$ cat config.mk
export PLATFORM = sky130hd
export DESIGN_NAME = pn_scrambler
export DESIGN_NICKNAME = d
export VERILOG_FILES = /design/src/rtl/pn_scr_pkg.sv /design/src/rtl/pn_tap_parity.sv /design/src/rtl/pn_sync_ctrl.sv /design/src/rtl/pn_shift_core.sv /design/src/rtl/pn_scrambler.sv
export SDC_FILE = /design/constraint.sdc
export NUM_CORES = 1
export LEC_CHECK = 0
export BUFFER_PORTS_ARGS = -buffer_cell sky130_fd_sc_hd__buf_2
export CAP_MARGIN = 30
export CORE_MARGIN = 4
export CORE_UTILIZATION = 53
export DETAILED_ROUTE_END_ITERATION = 8
export MAX_ROUTING_LAYER = met4
export PLACE_DENSITY = 0.81
export SYNTH_ARGS = -nofsm -noshare
export SYNTH_HDL_FRONTEND = slang
export SYNTH_SLANG_ARGS = --single-unit
$ cat constraint.sdc
create_clock -name clk -period 2.5 [get_ports clk]
set_input_delay 0.5 -clock clk [delete_from_list [all_inputs] [get_ports clk]]
set_output_delay 0.5 -clock clk [all_outputs]
set_load 0.01 [all_outputs]
$ cat src/rtl/pn_scr_pkg.sv
package pn_scr_pkg;

    localparam int PN_STAGES_DEF = 24;

    typedef enum logic {
        SYNC_FRAME = 1'b0,
        SYNC_SELF  = 1'b1
    } sync_mode_e;

endpackage

$ cat src/rtl/pn_tap_parity.sv
module pn_tap_parity #(
    parameter int WIDTH = 24
) (
    input  logic [WIDTH-1:0] state_i,
    input  logic [WIDTH-1:0] mask_i,
    output logic             parity_o
);
    // Running XOR of the masked stages, one link per stage.
    logic [WIDTH:0] chain;

    assign chain[0] = 1'b0;

    for (genvar k = 0; k < WIDTH; k++) begin : g_tap
        assign chain[k+1] = chain[k] ^ (state_i[k] & mask_i[k]);
    end

    assign parity_o = chain[WIDTH];
endmodule

$ cat src/rtl/pn_sync_ctrl.sv
module pn_sync_ctrl
    import pn_scr_pkg::*;
(
    input  logic       clk,
    input  logic       rst_n,
    input  logic       adv_i,
    input  logic       sync_i,
    input  sync_mode_e mode_i,
    output logic       reload_o,
    output logic       pending_o
);
    typedef struct packed {
        logic pending;
    } ctrl_t;

    ctrl_t ctrl_d, ctrl_q;
    logic  reload;

    always_comb begin
        ctrl_d = ctrl_q;
        reload = 1'b0;
        if (mode_i == SYNC_SELF) begin
            ctrl_d.pending = 1'b0;
        end else if (adv_i) begin
            reload         = ctrl_q.pending | sync_i;
            ctrl_d.pending = 1'b0;
        end else if (sync_i) begin
            ctrl_d.pending = 1'b1;
        end
    end

    always_ff @(posedge clk or negedge rst_n) begin
        if (!rst_n) begin
            ctrl_q.pending <= 1'b1;
        end else begin
            ctrl_q <= ctrl_d;
        end
    end

    assign reload_o  = reload;
    assign pending_o = ctrl_q.pending;
endmodule

$ cat src/rtl/pn_shift_core.sv
module pn_shift_core
    import pn_scr_pkg::*;
#(
    parameter int WIDTH = 24
) (
    input  logic             clk,
    input  logic             rst_n,
    input  logic             adv_i,
    input  logic             reload_i,
    input  sync_mode_e       mode_i,
    input  logic [WIDTH-1:0] preset_i,
    input  logic             fb_i,
    input  logic             din_i,
    output logic [WIDTH-1:0] cur_o,
    output logic [WIDTH-1:0] state_o,
    output logic             dout_o
);
    typedef struct packed {
        logic [WIDTH-1:0] state;
        logic             dout;
    } core_t;

    core_t core_d, core_q;
    logic  [WIDTH-1:0] cur;
    logic  scr_bit;
    logic  entry_bit;

    always_comb begin
        cur       = reload_i ? preset_i : core_q.state;
        scr_bit   = din_i ^ fb_i;
        entry_bit = (mode_i == SYNC_SELF) ? scr_bit : fb_i;
        core_d    = core_q;
        if (adv_i) begin
            core_d.state = {cur[WIDTH-2:0], entry_bit};
            core_d.dout  = scr_bit;
        end
    end

    always_ff @(posedge clk or negedge rst_n) begin
        if (!rst_n) begin
            core_q.state <= '0;
            core_q.dout  <= 1'b0;
        end else begin
            core_q <= core_d;
        end
    end

    assign cur_o   = cur;
    assign state_o = core_q.state;
    assign dout_o  = core_q.dout;
endmodule

$ cat src/rtl/pn_scrambler.sv
module pn_scrambler
    import pn_scr_pkg::*;
#(
    parameter int STAGES = PN_STAGES_DEF
) (
    input  logic              clk,
    input  logic              rst_n,
    input  logic              adv_i,
    input  logic              sync_i,
    input  logic              mode_i,
    input  logic [STAGES-1:0] tap_mask_i,
    input  logic [STAGES-1:0] preset_i,
    input  logic              din_i,
    output logic              dout_o
);
    sync_mode_e        mode;
    logic              reload;
    logic              pending;
    logic              fb;
    logic [STAGES-1:0] cur_state;
    logic [STAGES-1:0] state_q;

    assign mode = sync_mode_e'(mode_i);

    pn_sync_ctrl u_ctrl (
        .clk       (clk),
        .rst_n     (rst_n),
        .adv_i     (adv_i),
        .sync_i    (sync_i),
        .mode_i    (mode),
        .reload_o  (reload),
        .pending_o (pending)
    );

    pn_tap_parity #(.WIDTH(STAGES)) u_parity (
        .state_i  (cur_state),
        .mask_i   (tap_mask_i),
        .parity_o (fb)
    );

    pn_shift_core #(.WIDTH(STAGES)) u_core (
        .clk      (clk),
        .rst_n    (rst_n),
        .adv_i    (adv_i),
        .reload_i (reload),
        .mode_i   (mode),
        .preset_i (preset_i),
        .fb_i     (fb),
        .din_i    (din_i),
        .cur_o    (cur_state),
        .state_o  (state_q),
        .dout_o   (dout_o)
    );
endmodule

=== Word level (Yosys, flattened, before mapping) ===
Cells that the tools add are included.

* Flip-flop bits (word level): 26
* Input port bits: 54
* Output and inout port bits: 1
* Logic and storage cells: 60

* Mux-type cells: 7
* Bitwise gates (word level): 49
* Reduce and logical (&&, ||, !) cells: 1

{| class="wikitable"
|+ Operator list
! operator !! number
|-
| 1-bit AND || 24
|-
| 24-bit two-way mux || 1
|-
| 1-bit XOR || 24
|-
| 1-bit two-way mux || 6
|-
| 3-bit nonzero test || 1
|-
| 1-bit bitwise OR || 1
|}

=== Depth between registers and ports, before layout ===
* Depth after elaboration: 30
* Depth in mapped cells: 10
* Depth with buffers taken out: 8

=== By module ===
From an unflattened synthesis, not the netlist that was laid out.

* Cells, all modules: 135
* Area, all modules: 1752.9 sq um

{| class="wikitable"
|+ By module, submodules not included
! module !! instances !! cells each !! area each (sq um)
|-
| pn_shift_core || 1 || 85 || 1408.9
|-
| pn_tap_parity || 1 || 46 || 296.5
|-
| pn_sync_ctrl || 1 || 4 || 47.5
|}

=== Worst setup path after synthesis ===
No wires, ideal clock.

* Path type: input port to flip-flop
* From: input sync_i
* To: register u_core.core_q (netlist bit u_core.state_o[0])
* Arrival time: 2.286 ns
* Required time: 2.368 ns
* Slack: 0.081 ns
* Cell stages on the path: 8
* Buffers on the path: 0
* Cell sequence: o21ba_2 -> nand2_4 -> mux2_2 -> a32oi_1 -> xor2_1 -> xor3_1 -> xnor3_1 -> o21ai_1

* Cells in the longest elaborated chain, start to end: 30
* Elaborated cells on any way between the ends: 53

{| class="wikitable"
|+ RTL lines
! element !! line !! RTL
|-
| start, declared || pn_scrambler.sv:9 || <nowiki>input logic sync_i,</nowiki>
|-
| 1-bit bitwise OR * || pn_sync_ctrl.sv:25 || <nowiki>reload = ctrl_q.pending | sync_i;</nowiki>
|-
| 1-bit two-way mux * || pn_sync_ctrl.sv:24 || <nowiki>end else if (adv_i) begin</nowiki>
|-
| 1-bit two-way mux * || pn_sync_ctrl.sv:22 || <nowiki>if (mode_i == SYNC_SELF) begin</nowiki>
|-
| 24-bit two-way mux * || pn_shift_core.sv:29 || <nowiki>cur = reload_i ? preset_i : core_q.state;</nowiki>
|-
| 1-bit AND || pn_tap_parity.sv:14 || <nowiki>assign chain[k+1] = chain[k] ^ (state_i[k] & mask_i[k]);</nowiki>
|-
| 1-bit XOR (22 in series) || pn_tap_parity.sv:14 ||
|-
| 1-bit XOR * || pn_tap_parity.sv:14 ||
|-
| 1-bit XOR || pn_shift_core.sv:30 || <nowiki>scr_bit = din_i ^ fb_i;</nowiki>
|-
| 1-bit two-way mux * || pn_shift_core.sv:31 || <nowiki>entry_bit = (mode_i == SYNC_SELF) ? scr_bit : fb_i;</nowiki>
|-
| end signal, assigned || pn_shift_core.sv:44 || <nowiki>core_q <= core_d;</nowiki>
|-
| end, declared || pn_shift_core.sv:23 || <nowiki>core_t core_d, core_q;</nowiki>
|}

Mark *: on every way between the ends. The rest lies on a longest branch, timed or not.
A chain may end at the register's enable or synchronous reset.

=== Worst setup path in the final report ===
* From: register u_ctrl.pending_o (netlist name)
* To: register u_core.core_q (netlist bit u_core.state_o[0])

* Cells in the longest elaborated chain, start to end: 30
* Elaborated cells on any way between the ends: 53

{| class="wikitable"
|+ RTL lines
! element !! line
|-
| 1-bit bitwise OR * || pn_sync_ctrl.sv:25
|-
| 1-bit two-way mux * || pn_sync_ctrl.sv:24
|-
| 1-bit two-way mux * || pn_sync_ctrl.sv:22
|-
| 24-bit two-way mux * || pn_shift_core.sv:29
|-
| 1-bit AND || pn_tap_parity.sv:14
|-
| 1-bit XOR (22 in series) || pn_tap_parity.sv:14
|-
| 1-bit XOR * || pn_tap_parity.sv:14
|-
| 1-bit XOR || pn_shift_core.sv:30
|-
| 1-bit two-way mux * || pn_shift_core.sv:31
|}

Marks and branches as above.

==> results by group <==
Run status
  – Status: finished with violations
  – Failing checks: negative setup slack

Timing
  – Relative slew slack: approximately three fifths
  – Fmax: roughly 390 MHz
  – TNS Setup: -0.0586 ns
  – Actual slew at the worst max-slew pin: 0.592 ns
  – # setup viols final: 2
  – Clk_skew: between 0.008 and 0.009 ns
  – Hold slack final: ~0.21 ns
  – Pins Over Slew Limit: 0
  – Final worst setup slack: -0.0452 ns
  – Final hold vios: 0
  – Final Critical Period: 2.55 ns
  – Unrepaired setup endpoints after global routing: yes
  – Final period util: 102%

Logic synthesis
  – Mapped Cells: between 200 and 250
  – Synth Area per Inst: just over 8 um2
  – Synthesized area: around 0.0020 mm2
  – Main flop type after synthesis: dfrtp_1
  – Async S/R FF share, synth: 100%
  – Complex-gate fraction of the synthesized area: ~17%
  – Register area share after synthesis: between 30% and 40%
  – Post-Synth XOR/XNOR Area: between 10% and 20%
  – Synth warn: 0
  – Flops & latches, synth: 26
  – Largest family of logic cells by synthesized area: simple AND/OR/NAND/NOR gates
  – Simple-gate share of the synthesized area: 24.7%
  – Count of cell types in the netlist: 35
  – Adder-cell area share of the yosys netlist: 0%
  – Post-Syn Nets: between 200 and 300
  – Post-synth EDFFs: 0
  – Proportion of synthesized area in mux cells: 9.84%

Clocking
  – CTS Sinks: 26
  – Max Buffers Root-to-Sink: 2
  – CTS Buf Count: 3
  – TritonCTS clock tree: done
  – Clk_lat worst skew: 0.28 ns
  – Count of hold-fix buffers inserted at cts: 0
  – H-tree levels: 1
  – Reg clk slew, reported paths: ~0.10 ns
  – Root Buffer: clkbuf_8

Detailed routing
  – Initial drt markers: approximately 170
  – Vias: ~2100
  – Drt via density: about 5.7
  – Routed Antenna Nets: 0
  – WL/cell: around 14 um
  – DRC: 0
  – Pre-antenna DRT Iters: 5
  – Total routed wirelength: about 5300 um

Floorplan
  – Rows: 22
  – Initial core utilization: around 55%
  – Die Ht: between 60 and 70 um
  – Die Area: between 0.004 and 0.005 mm2
  – Die W: a little under 70 um
  – # IOs: 55
  – Total core area: around 0.0037 mm2

Power
  – Power Density: a little under 700 mW/mm2
  – Worst VDD drop: 0.440 mV
  – Leakage power total: about 0.0012 uW

Global route
  – Pin count of the biggest net entering global routing: 27
  – Remaining Overflow, GRT: 0
  – Number of global-route vias before repair: roughly 1900
  – First-pass GRT wire length: about 8400 um
  – Total routing usage reported by global routing: a little over a fifth
  – Initial antenna violation count: 0

Worst setup path
  – Highest-delay cell along the critical path: dfstp_2
  – Crit-path cells: o21bai_4 > nor2_4 > buf_4 > mux2i_1 > o32ai_2 > xor2_1 > xnor3_1 > xnor3_1 > o21ai_1
  – Worst setup SP type: flop
  – Max Fanout on Critical Path: 7
  – Arrival time at the worst endpoint: around 2.8 ns
  – Worst setup path class: reg -> reg
  – CP delay by family, top: XOR/XNOR gates
  – Crit-path most repeated cell: xnor3_1
  – Required @ worst endpoint: about 2.7 ns
  – Max incr delay on CP: around 0.56 ns
  – Critical path buffer and inverter count: 1
  – Crit. End Element: flop

Worst hold path
  – Worst hold-check path type: in -> async

Placed design
  – I/O Buffers: 54
  – Dpl cell area: about 0.0025 mm2
  – # placed instances: between 300 and 400
  – GP Congestion: approximately 0.84
  – HPWL Detailed: between 3000 and 4000 um
  – Dpl ws: -0.245 ns

Finish
  – Layout Cells excl Fill: between 300 and 400
  – Antenna diode count: 0
  – Layout cells sized above 1: about a third
  – Fill cells: 329
  – Layout area overhead: 29.3%
  – Final Cell Area: 0.00258 mm2
  – Nets: around 370

Run
  – Max Cap Viol: 0
-- sequential cells by signal (all words and copies together), names as in the netlist --
signal / flops
u_core.state_o: 24
u_core.dout_o: 1
u_ctrl.pending_o: 1
-- power breakdown --
group	switching (uW)	internal (uW)
Sequential	84.4	512
Combinational	348	492
Clock	143	215
-- path summary, 6_finish.rpt --
kind | cells after the start | to | slack, ns | start
max | 9 | u_core.state_o[0]$_DFFE_PN0P_ | -0.05 | u_ctrl.pending_o$_DFFE_PN1P_
min | 1 | u_core.state_o[5]$_DFFE_PN0P_ | 0.21 | rst_n
max reg2reg | 9 | u_core.state_o[0]$_DFFE_PN0P_ | -0.05 | u_ctrl.pending_o$_DFFE_PN1P_
min reg2reg | 2 | u_core.dout_o$_DFFE_PN0P_ | 0.53 | u_core.dout_o$_DFFE_PN0P_
max in group asynchronous | 1 | u_core.state_o[15]$_DFFE_PN0P_ | 1.89 | rst_n
min in group clk | 3 | u_core.state_o[5]$_DFFE_PN0P_ | 0.47 | preset_i[4]
-- metal layers --
layer / track usage, % / vias up / wire, um
li1: - / 1019 / -
met1: 28.7 / 976 / 2260
met2: 35.2 / 88 / 2570
met3: 5.07 / 16 / 410
met4: 3.25 / 0 / 51
met5: - / - / 0
-- synthesized netlist by cell type, types with 3 or more instances --
library cell,number,area [um2]
mux2_2,5,56.3
xnor2_1,5,43.8
and3_1,4,25.0
mux2i_1,14,140
a31oi_1,17,106
a21boi_0,3,22.5
o21ai_0,12,60.1
a21oi_1,8,40.0
nand3_1,7,35.0
dfrtp_1,25,626
xor2_1,4,35.0
nand2_1,57,214
inv_1,4,15.0
buf_1,3,11.3
nor3_1,7,35.0
xor3_1,3,71.3
a32oi_1,4,35.0
nor2_1,23,86.3
nand4_1,9,56.3
clkbuf_1,5,18.8
-- kinds of logic (layout without fill, tap and decap cells) --
family,Yosys count,after routing
mux,19,19
compound gates,53,53
buf+inv,17,94
simple gates,111,111
xor+xnor,15,15
flops,26,26
-- per-stage QoR --
stage	power (uW)	util, %
6_report	1790	70.5
5_1_grt	1920	70.5
4_1_cts	1790	69.5
3_5_place_dp	1420	67.3
3_3_place_gp	1390	67.3
2_1_floorplan	1190	-
-- layout make-up --
cell class | count | area (um2) | area share, %
Tap cell | 48 | 60.1 | 2.33
Inverter | 4 | 15.0 | 0.582
Sequential cell | 26 | 652 | 25.3
Clock inverter | 1 | 30.0 | 1.16
Clock buffer | 3 | 41.3 | 1.60
Timing Repair Buffer | 86 | 514 | 19.9
Multi-Input combinational cell | 198 | 1270 | 49.2
-- layout by cell type, fill, tap and decap left out, drive strengths merged, types with 4 or more instances in the layout --
| cell type | count |
|---|---|
| a21oi | 8 |
| a31oi | 17 |
| a32oi | 4 |
| and3 | 4 |
| buf | 86 |
| dfrtp | 25 |
| inv | 4 |
| mux2 | 5 |
| mux2i | 14 |
| nand2 | 58 |
| nand3 | 7 |
| nand4 | 9 |
| nor2 | 24 |
| nor3 | 7 |
| o21ai | 14 |
| xnor2 | 6 |
| xor2 | 4 |
-- timing repair --
| item | CTS | global route |
|---|---|---|
| pin swaps | 3 | 1 |
| setup buffers | 1 | 2 |
| setup endpoints to repair | 2 | 2 |
| gates resized for setup | 2 | 4 |
No activity file was read; power rests on OpenSTA's default activity.
